$ cat src/rtl/dll_seq_pkg.sv
package dll_seq_pkg;

   typedef enum logic [1:0] {
      ST_IDLE    = 2'd0,
      ST_HOLD    = 2'd1,
      ST_RELEASE = 2'd2,
      ST_RUN     = 2'd3
   } step_e;

   typedef struct packed {
      logic dis;
      logic rstn;
   } ctl_pair_t;

   function automatic step_e next_step(step_e s);
      case (s)
         ST_IDLE:    return ST_HOLD;
         ST_HOLD:    return ST_RELEASE;
         ST_RELEASE: return ST_RUN;
         default:    return ST_IDLE;
      endcase
   endfunction

   function automatic ctl_pair_t pair_for(step_e s);
      ctl_pair_t p;
      case (s)
         ST_HOLD:    p = '{dis: 1'b1, rstn: 1'b0};
         ST_RELEASE: p = '{dis: 1'b0, rstn: 1'b0};
         ST_RUN:     p = '{dis: 1'b0, rstn: 1'b1};
         default:    p = '{dis: 1'b0, rstn: 1'b0};
      endcase
      return p;
   endfunction

endpackage

$ cat src/rtl/dll_us_timer.sv
module dll_us_timer #(
   parameter int unsigned CNT_W = 5
) (
   input  logic             clk,
   input  logic             rst_n,
   input  logic             clr_i,
   input  logic             tick_i,
   input  logic [CNT_W-1:0] limit_i,
   output logic             last_o
);

   generate
      if (CNT_W < 1) begin : g_bad_w
         $error("dll_us_timer: CNT_W must be at least 1");
      end
   endgenerate

   logic [CNT_W-1:0] cnt_q;

   always_ff @(posedge clk or negedge rst_n) begin
      if (!rst_n)      cnt_q <= '0;
      else if (clr_i)  cnt_q <= '0;
      else if (tick_i) cnt_q <= cnt_q + CNT_W'(1);
   end

   assign last_o = tick_i && (cnt_q == limit_i - CNT_W'(1));


   tick_only_chk: assert property (@(posedge clk) disable iff (!rst_n)
      (!tick_i && !clr_i) |=> $stable(cnt_q));


   cnt_bound_chk: assert property (@(posedge clk) disable iff (!rst_n)
      cnt_q < limit_i);

endmodule

$ cat src/rtl/dll_step_fsm.sv
module dll_step_fsm
   import dll_seq_pkg::*;
#(
   parameter int unsigned T_HOLD    = 2,
   parameter int unsigned T_RELEASE = 22,
   parameter int unsigned T_RUN     = 22
) (
   input  logic clk,
   input  logic rst_n,
   input  logic start_i,
   input  logic tick_i,
   input  logic slave_i,
   input  logic wide_i,
   output logic apply_o,
   output logic load_o,
   output logic dis_o,
   output logic rstn_o,
   output logic slave_o,
   output logic wide_o,
   output logic done_o
);

   localparam int unsigned T_MAX1 = (T_HOLD > T_RELEASE) ? T_HOLD : T_RELEASE;
   localparam int unsigned T_MAX  = (T_MAX1 > T_RUN) ? T_MAX1 : T_RUN;
   localparam int unsigned CNT_W  = $clog2(T_MAX + 1);

   generate
      if (T_HOLD == 0 || T_RELEASE == 0 || T_RUN == 0) begin : g_bad_t
         $error("dll_step_fsm: every step needs at least one tick");
      end
   endgenerate

   step_e            state_q, state_d;
   logic             slave_q, wide_q, done_q;
   logic [CNT_W-1:0] limit;
   logic             last, idle, accept, adv, clr;
   ctl_pair_t        pair;

   assign idle   = (state_q == ST_IDLE);
   assign accept = idle && start_i;
   assign adv    = !idle && last;
   assign clr    = idle || adv;

   always_comb begin
      case (state_q)
         ST_RELEASE: limit = CNT_W'(T_RELEASE);
         ST_RUN:     limit = CNT_W'(T_RUN);
         default:    limit = CNT_W'(T_HOLD);
      endcase
   end

   dll_us_timer #(.CNT_W(CNT_W)) u_timer (
      .clk     (clk),
      .rst_n   (rst_n),
      .clr_i   (clr),
      .tick_i  (tick_i),
      .limit_i (limit),
      .last_o  (last)
   );

   always_comb begin
      state_d = state_q;
      if (accept)   state_d = ST_HOLD;
      else if (adv) state_d = next_step(state_q);
   end

   assign pair    = pair_for(accept ? ST_HOLD : next_step(state_q));
   assign apply_o = accept || (adv && (state_q != ST_RUN));
   assign load_o  = accept;
   assign dis_o   = pair.dis;
   assign rstn_o  = pair.rstn;
   assign slave_o = idle ? slave_i : slave_q;
   assign wide_o  = idle ? wide_i  : wide_q;
   assign done_o  = done_q;

   always_ff @(posedge clk or negedge rst_n) begin
      if (!rst_n) begin
         state_q <= ST_IDLE;
         slave_q <= 1'b0;
         wide_q  <= 1'b0;
         done_q  <= 1'b0;
      end else begin
         state_q <= state_d;
         done_q  <= adv && (state_q == ST_RUN);
         if (accept) begin
            slave_q <= slave_i;
            wide_q  <= wide_i;
         end
      end
   end


   done_pulse_chk: assert property (@(posedge clk) disable iff (!rst_n)
      done_o |=> !done_o);


   done_idle_chk: assert property (@(posedge clk) disable iff (!rst_n)
      done_o |-> (state_q == ST_IDLE));


   busy_start_chk: assert property (@(posedge clk) disable iff (!rst_n)
      (!idle && start_i && !last) |=> $stable(state_q) && $stable(slave_q) && $stable(wide_q));

endmodule

$ cat src/rtl/dll_ctrl_reg.sv
module dll_ctrl_reg #(
   parameter int unsigned CTRL_W   = 32,
   parameter int unsigned PH_W     = 4,
   parameter int unsigned PH_LSB   = 14,
   parameter int unsigned DIS_BIT  = 31,
   parameter int unsigned RSTN_BIT = 30
) (
   input  logic              clk,
   input  logic              rst_n,
   input  logic              apply_i,
   input  logic              load_i,
   input  logic              en_i,
   input  logic [PH_W-1:0]   phase_i,
   input  logic              dis_i,
   input  logic              rstn_i,
   output logic [CTRL_W-1:0] ctrl_o
);

   generate
      if (PH_LSB + PH_W > CTRL_W) begin : g_bad_field
         $error("dll_ctrl_reg: phase field outside the word");
      end
      if (DIS_BIT >= CTRL_W || RSTN_BIT >= CTRL_W || DIS_BIT == RSTN_BIT) begin : g_bad_bits
         $error("dll_ctrl_reg: control bit positions invalid");
      end
      if ((DIS_BIT >= PH_LSB && DIS_BIT < PH_LSB + PH_W) ||
          (RSTN_BIT >= PH_LSB && RSTN_BIT < PH_LSB + PH_W)) begin : g_overlap
         $error("dll_ctrl_reg: control bit overlaps phase field");
      end
   endgenerate

   logic [PH_W-1:0] ph_q;
   logic            dis_q, rstn_q;

   always_ff @(posedge clk or negedge rst_n) begin
      if (!rst_n) begin
         ph_q   <= '0;
         dis_q  <= 1'b0;
         rstn_q <= 1'b0;
      end else if (apply_i && en_i) begin
         dis_q  <= dis_i;
         rstn_q <= rstn_i;
         if (load_i) ph_q <= phase_i;
      end
   end

   always_comb begin
      ctrl_o                     = '0;
      ctrl_o[PH_LSB +: PH_W]     = ph_q;
      ctrl_o[DIS_BIT]            = dis_q;
      ctrl_o[RSTN_BIT]           = rstn_q;
   end


   no_conflict_chk: assert property (@(posedge clk) disable iff (!rst_n)
      !(ctrl_o[DIS_BIT] && ctrl_o[RSTN_BIT]));


   phase_hold_chk: assert property (@(posedge clk) disable iff (!rst_n)
      !(apply_i && load_i && en_i) |=> $stable(ctrl_o[PH_LSB +: PH_W]));

endmodule

$ cat src/rtl/dll_start_seq.sv
module dll_start_seq
   import dll_seq_pkg::*;
#(
   parameter int unsigned LANES        = 4,
   parameter int unsigned NARROW_LANES = 2,
   parameter int unsigned PHASE_W      = 32,
   parameter int unsigned CTRL_W       = 32,
   parameter int unsigned SL_PH_W      = 4,
   parameter int unsigned SL_PH_LSB    = 14,
   parameter int unsigned M_PH_W       = 6,
   parameter int unsigned M_PH_LSB     = 6,
   parameter int unsigned M_PH_SRC     = 16,
   parameter int unsigned DIS_BIT      = 31,
   parameter int unsigned RSTN_BIT     = 30,
   parameter int unsigned T_HOLD_US    = 2,
   parameter int unsigned T_RELEASE_US = 22,
   parameter int unsigned T_RUN_US     = 22
) (
   input  logic                    clk,
   input  logic                    rst_n,
   input  logic                    start_i,
   input  logic                    slave_run_i,
   input  logic                    wide_bus_i,
   input  logic                    us_tick_i,
   input  logic [PHASE_W-1:0]      phase_word_i,
   output logic [CTRL_W-1:0]       master_ctrl_o,
   output logic [LANES*CTRL_W-1:0] lane_ctrl_o,
   output logic                    done_o
);

   localparam int unsigned LCNT_W = $clog2(LANES + 1);

   generate
      if (LANES * SL_PH_W > PHASE_W) begin : g_bad_lanes
         $error("dll_start_seq: lane phase nibbles exceed the phase word");
      end
      if (M_PH_SRC + M_PH_W > PHASE_W) begin : g_bad_master
         $error("dll_start_seq: master phase slice exceeds the phase word");
      end
      if (NARROW_LANES == 0 || NARROW_LANES > LANES) begin : g_bad_narrow
         $error("dll_start_seq: NARROW_LANES out of range");
      end
   endgenerate

   logic              apply, load, dis, rstn, slave_eff, wide_eff;
   logic [LCNT_W-1:0] active_cnt;

   dll_step_fsm #(
      .T_HOLD    (T_HOLD_US),
      .T_RELEASE (T_RELEASE_US),
      .T_RUN     (T_RUN_US)
   ) u_fsm (
      .clk     (clk),
      .rst_n   (rst_n),
      .start_i (start_i),
      .tick_i  (us_tick_i),
      .slave_i (slave_run_i),
      .wide_i  (wide_bus_i),
      .apply_o (apply),
      .load_o  (load),
      .dis_o   (dis),
      .rstn_o  (rstn),
      .slave_o (slave_eff),
      .wide_o  (wide_eff),
      .done_o  (done_o)
   );

   assign active_cnt = wide_eff ? LCNT_W'(LANES) : LCNT_W'(NARROW_LANES);

   dll_ctrl_reg #(
      .CTRL_W   (CTRL_W),
      .PH_W     (M_PH_W),
      .PH_LSB   (M_PH_LSB),
      .DIS_BIT  (DIS_BIT),
      .RSTN_BIT (RSTN_BIT)
   ) u_master (
      .clk     (clk),
      .rst_n   (rst_n),
      .apply_i (apply),
      .load_i  (load),
      .en_i    (!slave_eff),
      .phase_i (phase_word_i[M_PH_SRC +: M_PH_W]),
      .dis_i   (dis),
      .rstn_i  (rstn),
      .ctrl_o  (master_ctrl_o)
   );

   generate
      for (genvar g = 0; g < LANES; g++) begin : g_lane
         logic lane_en;
         assign lane_en = slave_eff && (LCNT_W'(g) < active_cnt);

         dll_ctrl_reg #(
            .CTRL_W   (CTRL_W),
            .PH_W     (SL_PH_W),
            .PH_LSB   (SL_PH_LSB),
            .DIS_BIT  (DIS_BIT),
            .RSTN_BIT (RSTN_BIT)
         ) u_lane (
            .clk     (clk),
            .rst_n   (rst_n),
            .apply_i (apply),
            .load_i  (load),
            .en_i    (lane_en),
            .phase_i (phase_word_i[g*SL_PH_W +: SL_PH_W]),
            .dis_i   (dis),
            .rstn_i  (rstn),
            .ctrl_o  (lane_ctrl_o[g*CTRL_W +: CTRL_W])
         );
      end

      if (NARROW_LANES < LANES) begin : g_narrow_chk

         upper_lanes_chk: assert property (@(posedge clk) disable iff (!rst_n)
            !wide_eff |=> $stable(lane_ctrl_o[LANES*CTRL_W-1 : NARROW_LANES*CTRL_W]));
      end
   endgenerate


   master_only_chk: assert property (@(posedge clk) disable iff (!rst_n)
      !slave_eff |=> $stable(lane_ctrl_o));


   lanes_only_chk: assert property (@(posedge clk) disable iff (!rst_n)
      slave_eff |=> $stable(master_ctrl_o));

endmodule

$ cat config.mk
export PLATFORM = sky130hd
export DESIGN_NAME = dll_start_seq
export DESIGN_NICKNAME = d
export VERILOG_FILES = /design/src/rtl/dll_seq_pkg.sv /design/src/rtl/dll_us_timer.sv /design/src/rtl/dll_step_fsm.sv /design/src/rtl/dll_ctrl_reg.sv /design/src/rtl/dll_start_seq.sv
export SDC_FILE = /design/constraint.sdc
export NUM_CORES = 1
export LEC_CHECK = 0
export BUFFER_PORTS_ARGS = -buffer_cell sky130_fd_sc_hd__buf_4
export CORE_MARGIN = 4
export CORE_UTILIZATION = 41
export DETAILED_ROUTE_END_ITERATION = 8
export MAX_ROUTING_LAYER = met4
export PLACE_DENSITY = 0.81
export SETUP_SLACK_MARGIN = 0.15
export SLEW_MARGIN = 20
export SYNTH_ARGS = -nofsm -noshare
export SYNTH_HDL_FRONTEND = slang
export SYNTH_SLANG_ARGS = --single-unit
$ cat constraint.sdc
create_clock -name clk -period 2.4 [get_ports clk]
set_clock_uncertainty 0.05 [all_clocks]
set_input_delay 0.48 -clock clk [delete_from_list [all_inputs] [get_ports clk]]
set_output_delay 0.48 -clock clk [all_outputs]
set_load 0.01 [all_outputs]
* Word level (Yosys, flattened, before mapping)
Index checks and enable logic that the tools add are counted.
** Storage, ports and cells
- Register bits after elaboration :: 42
- Latch bits :: 0
- RAM bits :: 0
- Bits in read-only memories :: 0
- Output and inout port bits :: 161
- Memories kept :: 0
** Operators by class
- Add/subtract/negate cells :: 2
- Multiply operators :: 0
- Div/mod/pow operators :: 0
- $lt $le $gt $ge :: 4
- Eq/ne operators :: 7
- Shift operators :: 0
- Muxes and demuxes :: 11
- Bitwise logic cells :: 0
- Reductions and logical operators :: 27
** Operators by type and width (count)
- $mux W5 :: 3
- $logic_and A1 B1 Y1 :: 14
- $reduce_and A2 Y1 :: 5
- $eq A2 B2 Y1 const B :: 3
- $lt A1 B3 Y1 const A :: 2
- $lt A2 B3 Y1 const A :: 2
- $mux W2 :: 3
- $pmux W2 S3 :: 1
- $add A5 B1 Y5 const B :: 1
- $eq A5 B5 Y1 :: 1
- $sub A5 B1 Y5 const B :: 1
- $eq A2 B1 Y1 const B :: 2
- $pmux W2 S2 :: 1
- $reduce_bool A2 Y1 :: 2
- $mux W3 :: 1
- $logic_not A1 Y1 :: 2
- $logic_not A2 Y1 :: 1
- $logic_or A1 B1 Y1 :: 2
- $mux W1 :: 2
- $ne A2 B2 Y1 const B :: 1
- $reduce_or A2 Y1 :: 1

* Depth between registers and ports, before layout
- Word-level depth :: 11
- Mapped depth :: 6

* By module
Synthesis repeated with hierarchy kept, for this count alone.
** Unflattened totals
- Cell total of the unflattened synthesis :: 289
- Area, all modules :: 3005.4 um^2
** Modules (own cells, without submodules)
- dll_ctrl_reg at g_lane[0].u_lane ... :: instances 4, cells each 43, area an instance 445.4 um^2, sequential area each 150.1 um^2
- dll_ctrl_reg at u_master :: instances 1, cells each 45, area an instance 510.5 um^2, sequential area each 200.2 um^2
- dll_us_timer :: instances 1, cells each 37, area an instance 364.1 um^2, sequential area each 125.1 um^2
- dll_step_fsm :: instances 1, cells each 33, area an instance 339.1 um^2, sequential area each 125.1 um^2
- dll_start_seq :: instances 1, cells each 2, area an instance 10.0 um^2, sequential area each 0.0 um^2

* Least setup slack after synthesis
Ideal clock, no wire load.
- Path type :: register to register
- Start point :: reg u_fsm.state_q[1]
- End point :: reg u_master.rstn_q
- Arrival time :: 1.688 ns
- Required time :: 2.222 ns
- Setup slack :: 0.535 ns
- Stages on the path, launching flop included :: 6
- Path through :: dfrtp_1 -> ha_1 -> or4_4 -> a21oi_4 -> o21ai_2 -> mux2_1
** Between the ends
- Word-level cells in the longest chain between the ends :: 10
- Elaborated cells between the ends (all ways) :: 23
- Those cells by class :: add/sub (1); eq/ne (7); mux (5); reduce/logical (10)
** RTL lines
- from (decl) :: RTL line dll_step_fsm.sv:33 : step_e state_q, state_d;
- from (signal assigned) :: RTL line dll_step_fsm.sv:83 : state_q <= state_d;
- $eq A2 B2 Y1 (on tied branches) :: RTL line dll_seq_pkg.sv:16, dll_step_fsm.sv:45
- $reduce_or A2 Y1 (no source line)
- $mux W5 :: RTL line dll_step_fsm.sv:45 : case (state_q)
- $sub A5 B1 Y5 :: RTL line dll_us_timer.sv:26 : assign last_o = tick_i && (cnt_q == limit_i - CNT_W'(1));
- $eq A5 B5 Y1 :: RTL line dll_us_timer.sv:26
- $logic_and A1 B1 Y1 :: RTL line dll_us_timer.sv:26
- $logic_and A1 B1 Y1 :: RTL line dll_step_fsm.sv:41 : assign adv = !idle && last;
- $logic_and A1 B1 Y1 :: RTL line dll_step_fsm.sv:68 : assign apply_o = accept || (adv && (state_q != ST_RUN));
- $logic_or A1 B1 Y1 :: RTL line dll_step_fsm.sv:68
- $logic_and A1 B1 Y1 :: RTL line dll_ctrl_reg.sv:40 : end else if (apply_i && en_i) begin
- to (signal assigned) :: RTL line dll_ctrl_reg.sv:42 : rstn_q <= rstn_i;
- to (decl) :: RTL line dll_ctrl_reg.sv:33 : logic dis_q, rstn_q;
Parallel ways exist; a longest one is shown, timed or not.
A chain may end at the register's enable or synchronous reset.

* Worst setup path after layout
- Start point :: reg u_fsm.state_q[1]
- End point :: reg g_lane[3].u_lane.rstn_q
** Between the ends
- Word-level cells in the longest chain between the ends :: 10
- Elaborated cells between the ends (all ways) :: 26
- Those cells by class :: add/sub (1); order compare (1); eq/ne (7); mux (7); reduce/logical (10)
** RTL lines (RTL line)
- $eq A2 B2 Y1 (on tied branches) :: dll_seq_pkg.sv:16, dll_step_fsm.sv:45
- $reduce_or A2 Y1 (no source line)
- $mux W5 :: dll_step_fsm.sv:45
- $sub A5 B1 Y5 :: dll_us_timer.sv:26
- $eq A5 B5 Y1 :: dll_us_timer.sv:26
- $logic_and A1 B1 Y1 :: dll_us_timer.sv:26
- $logic_and A1 B1 Y1 :: dll_step_fsm.sv:41
- $logic_and A1 B1 Y1 :: dll_step_fsm.sv:68
- $logic_or A1 B1 Y1 :: dll_step_fsm.sv:68
- $logic_and A1 B1 Y1 :: dll_ctrl_reg.sv:40
- to (signal assigned) :: dll_ctrl_reg.sv:42
- to (decl) :: dll_ctrl_reg.sv:33
Parallel ways exist; a longest one is shown, timed or not.

==> flow_summary.yaml <==
floorplanning:
  rows: 29
  die_w_um: 89.1
  initial_core_util_pct: 42.4
  design.core.area_um2: 6350
  die_area_um2: 7930
  die_h_um: 89.1
  io_pins: 199
layout:
  final_cells: 393
  n_fill_cell: 607
  final-seq-area_um2: 951
  drive_gt1_share_pct: 31.3
  layout.nets: 360
  fin_util_pct: 43.3
  multi_input_area_um2: 1150
  syn_to_final_growth_pct: 2.14
  diodes: 0
yosys:
  yosys.area.top_type: "buf_4"
  synth_top_area_share_pct: 38.7
  synthTopCellsByArea: "buf_4, dfrtp_1, mux2_2"
  synth_xor_xnor_area_share_pct: 1.30
  syn_area_per_cell_um2: 10.3
  synth_compound_area_share_pct: 4.36
  synth_adder_area_share_pct: 2.79
  synth.distinct_cells: 32
  seq_area_frac_synth_pct: 35.3
  synth_area_um2: 2700
  synth_seq_cells: 38
  yosysWarnings: 0
  postSynthCellCount: 262
  synth_mux_area_share_pct: 11.4
  synth_top_family_by_area: "buffers and inverters"
  yosys.area_share.simple_pct: 5.15
cts:
  numCtsBuffers: 5
  htree_levels: 2
  path_clk_slew_ps: 80
  cts.repair.resized: 0
  cts_tree: "done"
  hold_buffers: 0
  numClockSinks: 38
  cts_root_buf: "clkbuf_8"
  post-cts-setup-buffers: 0
  cts_buffer_depth: 2
  worstSkewPairLatency_ps: 290
global_routing:
  grt_pass1_vias: 1309
  grt_max_degree: 39
  grt_overflow_total: 0
  track_usage_pct: 10.5
  antenna_found_initial: 0
  grt_pass1_wl_um: 6110
setup_path:
  path_cells: "ha_1 > or4_4 > a21oi_4 > o21ai_2 > mux2_1"
  crit_arrival_ps: 2120
  cp-start-kind: "flip-flop"
  path_max_fanout: 4
  criticalPathCategory: "reg2reg"
  cp-end-kind: "flip-flop"
  slowest_delay_ps: 560
  critPathRequiredTime_ps: 2510
  crit_path_top_delay_cell: "or4_4"
place:
  dp_hpwl_um: 3640
  place.gp.congestion: 0.731
  placement.io_buffers: 60
  placed_cells: 386
routing:
  ant_nets: 0
  wl_per_cell_um: 11.5
  wl_um: 4510
  drt_iter0_drc: 33
  drc: 0
  viasPerCell: 3.81
  drt_first_pass_iters: 4
  vias: 1499
timing:
  fmaxAchievable_mhz: 498
  setup-tns-final_ps: 0
  rsz0062_at_grt: "false"
  finalHoldViolCount: 0
  fin_crit_sh_pct: 83.7
  fin_crit_ps: 2010
  setup_viol: 0
  drv_slew: 0
hold_path:
  worstHoldPathType: "in2async"
flow_run:
  drv_cap: 0
power_and_ir_drop:
  power_density_nw_per_um2: 1030
  p_leak_nw: 1.53
  ir_drop_mv: 0.483
  p_total_mw: 2.82
outcome:
  status: "completed"
[worst paths after layout]
path,start,end,slack (ps),cells after the start
max,u_fsm.state_q[1],g_lane[3].u_lane.rstn_q,390,5
min,rst_n,u_fsm.u_timer.cnt_q[0],100,1
max reg2reg,u_fsm.state_q[1],g_lane[3].u_lane.rstn_q,390,5
min reg2reg,u_master.rstn_q,u_master.rstn_q,450,1
max in group asynchronous,rst_n,g_lane[2].u_lane.ph_q[0],1850,1
min in group clk,phase_word_i[17],u_master.ph_q[1],370,2
[power breakdown]
part,internal [mW],total (mW),switching [mW]
clock,0.195,0.414,0.219
combinational,0.685,1.30,0.620
sequential,0.925,1.10,0.178
total,1.80,2.82,1.02
[layer usage]
layer | global-route usage (%) | share of wire (%) | vias to the layer above
li1 | - | - | 684
met1 | 12.1 | 37 | 698
met2 | 16.3 | 49 | 109
met3 | 3.78 | 13 | 8
met4 | 5.01 | 1.4 | 0
met5 | - | 0 | -
[metrics by stage]
step	hold slack [ps]	worst slack, ps	area (µm²)
final	104	390	2750
after global placement	418	388	2670
after detailed placement	436	326	2670
after global routing	134	181	2750
after floorplan	134	535	3170
after CTS	121	342	2750
[synth_stat cells (all sizes together)]
| library cell | n |
|---|---|
| a22o | 1 |
| and2 | 2 |
| nand4b | 1 |
| nand4bb | 1 |
| mux2 | 26 |
| xnor2 | 2 |
| nand4 | 2 |
| o2bb2ai | 1 |
| a41o | 1 |
| xor2 | 2 |
| o211ai | 1 |
| inv | 4 |
| clkbuf | 1 |
| a21bo | 1 |
| nand2 | 12 |
| dfrtp | 38 |
| or4 | 1 |
| nor2 | 6 |
| a21oi | 2 |
| conb | 1 |
| mux2i | 1 |
| buf | 140 |
| o21bai | 1 |
| ha | 6 |
| o21ai | 5 |
| o31ai | 1 |
| nand3 | 2 |
[worst max-delay path: cells and delay by family, from the launching register on]
| family | cells | cell delay (ps) |
|---|---|---|
| simple gates | 1 | 560 |
| flops | 1 | 430 |
| mux | 1 | 320 |
| compound gates | 2 | 290 |
| fa+ha+maj | 1 | 240 |
[logic make-up after synthesis]
| group | after synthesis |
|---|---|
| buf+inv | 145 |
| flops | 38 |
| mux | 27 |
| compound gates | 14 |
| other cells | 1 |
| simple gates | 27 |
| fa+ha+maj | 6 |
| xor+xnor | 4 |
[placed cells by master, fill, tap and decap left out, types with 3 or more instances in the layout]
cell type,netlist,routed
conb_1,1,128
buf_4,139,61
dfrtp_1,38,38
mux2_2,23,23
nand2_1,12,12
nor2_1,6,6
ha_1,6,6
clkbuf_8,0,5
inv_1,4,4
o21ai_0,3,3
[state kept, by name (all words and copies together), names as in the netlist]
name and flops:
g_lane.u_lane.ph_q 16, u_master.rstn_q 1, u_fsm.wide_q 1, u_master.ph_q 6
u_fsm.slave_q 1, u_fsm.u_timer.cnt_q 5, g_lane.u_lane.rstn_q 2, g_lane.u_lane.dis_q 2
u_master.dis_q 1, u_fsm.done_o 1, u_fsm.state_q 2
[final cells by class]
| type | instances | share of cell area [%] |
|---|---|---|
| clock buffer | 5 | 2.50 |
| multi-input combinational | 206 | 41.9 |
| tap | 77 | 3.50 |
| clock inverter | 2 | 0.364 |
| timing repair buffer | 61 | 16.6 |
| sequential | 38 | 34.5 |
| inverter | 4 | 0.545 |
(Power assumes the default switching activity.)
